===== src/rtl/maj_pkg.sv =====
package maj_pkg;
   // Shape of the fixed adder tree
   localparam int unsigned TREE_IN    = 31;
   localparam int unsigned HALF_IN    = 15;
   localparam int unsigned HALF_SUM_W = 4;
   localparam int unsigned FA_PER_HALF = 4;
   localparam int unsigned L2_PER_HALF = 2;

   function automatic bit is_pow2(input int unsigned v);
      return (v != 0) && ((v & (v - 1)) == 0);
   endfunction
endpackage


===== src/rtl/maj_fa.sv =====
module maj_fa (
   input  logic a_i,
   input  logic b_i,
   input  logic c_i,
   output logic s_o,
   output logic c_o
);
   logic ab_x;
   assign ab_x = a_i ^ b_i;
   assign s_o  = ab_x ^ c_i;
   assign c_o  = (a_i & b_i) | (c_i & ab_x);
endmodule


===== src/rtl/maj_ripple.sv =====
module maj_ripple #(
   parameter int unsigned W = 2
) (
   input  logic [W-1:0] a_i,
   input  logic [W-1:0] b_i,
   input  logic         cin_i,
   output logic [W:0]   sum_o
);
   if (W < 1) begin : g_bad_w
      $error("maj_ripple: W must be at least 1");
   end

   logic [W:0] carry;
   assign carry[0] = cin_i;

   for (genvar gi = 0; gi < W; gi++) begin : g_bit
      maj_fa u_fa (
         .a_i (a_i[gi]),
         .b_i (b_i[gi]),
         .c_i (carry[gi]),
         .s_o (sum_o[gi]),
         .c_o (carry[gi+1])
      );
   end
   assign sum_o[W] = carry[W];

   always_comb begin
      AST_RIPPLE_SUM: assert (sum_o == ({1'b0, a_i} + {1'b0, b_i} + (W+1)'(cin_i)))
         else $error("ripple sum mismatch");
   end
endmodule


===== src/rtl/maj_half_tree.sv =====
module maj_half_tree
   import maj_pkg::*;
#(
   parameter int unsigned N  = HALF_IN,
   parameter int unsigned SW = HALF_SUM_W
) (
   input  logic [N-1:0]  x_i,
   output logic [SW-1:0] cnt_o
);
   localparam int unsigned L1_IN  = 3 * FA_PER_HALF;   // raw votes into full adders
   localparam int unsigned L2_CIN = L1_IN;             // first carry-in vote
   localparam int unsigned L3_CIN = L1_IN + L2_PER_HALF;

   if (N != HALF_IN || SW != HALF_SUM_W) begin : g_bad_shape
      $error("maj_half_tree: tree is built for 15 inputs and a 4-bit count");
   end

   logic [1:0] l1 [FA_PER_HALF];
   logic [2:0] l2 [L2_PER_HALF];

   // Level 1: three votes per full adder
   for (genvar gf = 0; gf < FA_PER_HALF; gf++) begin : g_l1
      maj_fa u_fa (
         .a_i (x_i[3*gf]),
         .b_i (x_i[3*gf+1]),
         .c_i (x_i[3*gf+2]),
         .s_o (l1[gf][0]),
         .c_o (l1[gf][1])
      );
   end

   // Level 2: pairs of 2-bit counts, carry-in takes a raw vote
   for (genvar gp = 0; gp < L2_PER_HALF; gp++) begin : g_l2
      maj_ripple #(.W(2)) u_add (
         .a_i   (l1[2*gp]),
         .b_i   (l1[2*gp+1]),
         .cin_i (x_i[L2_CIN+gp]),
         .sum_o (l2[gp])
      );
   end

   // Level 3: final 3-bit merge, carry-in takes the last vote of the half
   maj_ripple #(.W(3)) u_l3 (
      .a_i   (l2[0]),
      .b_i   (l2[1]),
      .cin_i (x_i[L3_CIN]),
      .sum_o (cnt_o)
   );

   always_comb begin
      AST_HALF_ZERO: assert (!(x_i == '0) || cnt_o == '0)
         else $error("half tree nonzero for no votes");
      AST_HALF_FULL: assert (!(&x_i) || cnt_o == SW'(N))
         else $error("half tree short for all votes");
   end
endmodule


===== src/rtl/maj_thresh.sv =====
module maj_thresh
   import maj_pkg::*;
#(
   parameter int unsigned SW     = 5,
   parameter int unsigned THRESH = 16
) (
   input  logic [SW-1:0] cnt_i,
   output logic          hit_o
);
   localparam int unsigned TOP_WEIGHT = 1 << (SW - 1);

   if (THRESH == TOP_WEIGHT) begin : g_msb
      // Threshold equals the top bit's weight: no compare needed
      assign hit_o = cnt_i[SW-1];
   end else begin : g_cmp
      assign hit_o = (cnt_i >= SW'(THRESH));
   end
endmodule


===== src/rtl/maj_vote31.sv =====
module maj_vote31
   import maj_pkg::*;
#(
   parameter int unsigned N_IN   = 31,
   parameter int unsigned THRESH = 16
) (
   input  logic [N_IN-1:0]          votes_i,
   output logic [$clog2(N_IN+1)-1:0] tally_o,
   output logic                     vote_o
);
   localparam int unsigned SUM_W  = $clog2(N_IN + 1);
   localparam int unsigned HALF   = (N_IN - 1) / 2;
   localparam int unsigned HSW    = SUM_W - 1;
   localparam int unsigned LAST   = N_IN - 1;

   if (N_IN != TREE_IN) begin : g_bad_n
      $error("maj_vote31: N_IN must be 31");
   end
   if (THRESH < 1 || THRESH > N_IN) begin : g_bad_thresh
      $error("maj_vote31: THRESH must be within 1..N_IN");
   end

   logic [HSW-1:0] lo_cnt, hi_cnt;

   maj_half_tree #(.N(HALF), .SW(HSW)) u_lo (
      .x_i   (votes_i[HALF-1:0]),
      .cnt_o (lo_cnt)
   );
   maj_half_tree #(.N(HALF), .SW(HSW)) u_hi (
      .x_i   (votes_i[2*HALF-1:HALF]),
      .cnt_o (hi_cnt)
   );

   // Halves merged; the carry-in absorbs the odd vote out
   maj_ripple #(.W(HSW)) u_top (
      .a_i   (lo_cnt),
      .b_i   (hi_cnt),
      .cin_i (votes_i[LAST]),
      .sum_o (tally_o)
   );

   maj_thresh #(.SW(SUM_W), .THRESH(THRESH)) u_cmp (
      .cnt_i (tally_o),
      .hit_o (vote_o)
   );

   always_comb begin
      AST_TALLY_POP: assert (32'(tally_o) == 32'($countones(votes_i)))
         else $error("tally differs from population count");
      AST_VOTE_THRESH: assert (vote_o == (32'(tally_o) >= THRESH))
         else $error("vote disagrees with tally");
      AST_ALL_ZERO: assert (!(votes_i == '0) || (tally_o == '0 && !vote_o))
         else $error("nonzero result for no votes");
      AST_ALL_ONE: assert (!(&votes_i) || (32'(tally_o) == N_IN && vote_o))
         else $error("short result for all votes");
      AST_MSB_FORM: assert (THRESH != 16 || vote_o == tally_o[SUM_W-1])
         else $error("vote is not the count top bit");
   end
endmodule


===== config.mk =====
export PLATFORM = sky130hd
export DESIGN_NAME = maj_vote31
export DESIGN_NICKNAME = d
export VERILOG_FILES = /design/src/rtl/maj_pkg.sv /design/src/rtl/maj_fa.sv /design/src/rtl/maj_ripple.sv /design/src/rtl/maj_half_tree.sv /design/src/rtl/maj_thresh.sv /design/src/rtl/maj_vote31.sv
export SDC_FILE = /design/constraint.sdc
export NUM_CORES = 1
export LEC_CHECK = 0
export ABC_AREA = 1
export BUFFER_PORTS_ARGS = -buffer_cell sky130_fd_sc_hd__clkbuf_2
export CAP_MARGIN = 30
export CELL_PAD_IN_SITES_DETAIL_PLACEMENT = 0
export CELL_PAD_IN_SITES_GLOBAL_PLACEMENT = 1
export CORE_ASPECT_RATIO = 1.25
export CORE_MARGIN = 2
export CORE_UTILIZATION = 35
export DETAILED_ROUTE_END_ITERATION = 8
export PLACE_DENSITY_LB_ADDON = 0.1
export SLEW_MARGIN = 30
export SYNTH_ARGS = -nofsm -noshare
export SYNTH_HDL_FRONTEND = slang
export SYNTH_SLANG_ARGS = --single-unit
export TNS_END_PERCENT = 30

===== constraint.sdc =====
create_clock -name vclk -period 4.4
set_input_delay 0.22 -clock vclk [all_inputs]
set_output_delay 0.22 -clock vclk [all_outputs]
set_load 0.01 [all_outputs]

==> impl_metrics.json <==
{
  "ys_types": 3,
  "io_buffers": 37,
  "hold_viol": 0,
  "cap_violations": 0,
  "hold_ws_ps": 886.3,
  "grt_usage": 0.08104,
  "fp.dieArea_sq_um": 2214,
  "worst-path-max-fanout": 1,
  "grt_pass1_vias": 412,
  "fin_crit_ps": 3993,
  "p_leak_nw": 0.4713,
  "stdcell_area_sq_um": 819.5,
  "via_count": 443,
  "synth_simple_gate_area_frac": 0,
  "worst_ep_required_time_ps": 4180,
  "syn_area_per_cell_sq_um": 11.78,
  "dp_hpwl_microns": 885.4,
  "global_route.usage.met2": 0.1564,
  "n_antenna_cell": 0,
  "wl_per_cell_microns": 7.349,
  "synth_most_common_cell": "fa_1",
  "combPwrFrac": 1.000,
  "nFillCells": 194,
  "die_y_microns": 52.11,
  "synth_fa_ha_area_frac": 0.8031,
  "synth_top_area_frac": 0.8031,
  "wl_microns": 779,
  "period_share": 0.9076,
  "critical_path.startpoint_type": "input pin",
  "rsz0062_at_grt": "no",
  "io_pins": 37,
  "antenna_found_initial": 0,
  "dieWidth_microns": 42.49,
  "grt_pass1_wl_microns": 1469,
  "layout-drive-gt1-share": 0.4253,
  "p_sw_frac": 0.5501,
  "switching_power_w": 0.0002353,
  "grt_overflow_total": 0,
  "ant_nets": 0,
  "max_freq_mhz": 250.4,
  "drc": 0,
  "drtIter0Drc": 0,
  "synth_top_family_by_area": "adder cells",
  "setup_violations": 0,
  "vdd_drop_max_mv": 0.5835,
  "synth_area_leaders": "fa_1 80%, inv_1 14%, buf_4 5.8%",
  "synthMuxAreaShare": 0,
  "whs_path_depth": 5,
  "placedInstanceArea_sq_um": 819.5,
  "synthCells": 55,
  "synthTopCellsByCount": "26 x fa_1, 24 x inv_1, 5 x buf_4",
  "start_util": 0.3671,
  "postCtsHoldBufs": 0,
  "yosysWarnings": 0,
  "yosys.area_share.xor_xnor": 0,
  "nNetsFinal": 146,
  "seq_area_frac_synth": 0,
  "sequentialPowerShare": 0,
  "busiest_layer": "met2",
  "synth-compound-area-share": 0,
  "tns_ps": 0,
  "utilization": 0.4642,
  "netlist_area_sq_um": 648.1,
  "hp-class": "input pin to output port",
  "globalplace.congestion": 0.6572,
  "critPathCaptureType": "output port",
  "p_clk_frac": 0,
  "internal-power_w": 0.0001924,
  "finalPower_w": 0.0004277,
  "yosys.area.top_type": "fa_1",
  "cp_data_arrival_time_ps": 3770,
  "n_sequential_cell": 0,
  "maxSlewViolCount": 0,
  "use_met3": 0.006944,
  "nClkBuffers": 0,
  "regArea_sq_um": 0,
  "syn-num-nets": 112,
  "drt_first_pass_iters": 1,
  "routed_via_density": 4.179,
  "slew_headroom": 0.9338,
  "crit_type": "input pin to output port",
  "syn2layout_area_growth_pct": 26.45,
  "worst_pin_slew_ps": 99.21,
  "core_sq_um": 1765,
  "outcome": "finished, final reports clean",
  "power_density_nw_per_um2": 521.9,
  "core.rowCount": 17,
  "grt_max_degree": 3,
  "cts_resized": 0,
  "cts_setup_buffers": 0,
  "met1_usage": 0.1045
}
placed cells by master (no fill, tap or decap):
| master | instances |
|---|---|
| fa_1 | 26 |
| inv_1 | 24 |
| clkbuf_2 | 37 |
path summary, 6_finish.rpt:
path / startpoint / endpoint / slack, ps
max: votes_i[0] / tally_o[3] / 410
min: votes_i[30] / tally_o[0] / 890
cells by family (layout without fill, tap and decap cells):
group      Yosys count  after routing
buf+inv             29             61
fa+ha+maj           26             26
worst max-delay path: stages:
cell      delay [ps]
clkbuf_2          90
fa_1             490
fa_1             410
fa_1             490
inv_1             50
fa_1             520
inv_1             50
fa_1             430
fa_1             380
fa_1             490
clkbuf_2         130
metal layers:
layer | vias up | share of wire
li1 | 200 | -
met1 | 227 | 0.29
met2 | 16 | 0.61
met3 | 0 | 0.098
met4 | 0 | 0
met5 | - | 0
cell type report:
cell class	count	area [sq um]	share of cell area
inverters	24	90.09	0.1099
well taps	19	23.77	0.02901
multi-input cells	26	520.5	0.6351
repair buffers	37	185.2	0.2260
stage by stage:
step                      worst slack [ps]  std cells
final                                406.7        106
after global routing                 278.4        106
after CTS                            371.6        106
after global placement               368.9        106
after detailed placement             377.7        106
after floorplan                      556.3         55
power by group through the flow:
stage | clock, W | sequential, W | combinational [W]
4_1_cts | 0 | 0 | 0.000447
3_5_place_dp | 0 | 0 | 0.000443
5_1_grt | 0 | 0 | 0.000503
3_3_place_gp | 0 | 0 | 0.000451
2_1_floorplan | 0 | 0 | 0.000423
6_report | 0 | 0 | 0.000428
No activity file was read; power rests on OpenSTA's default activity.
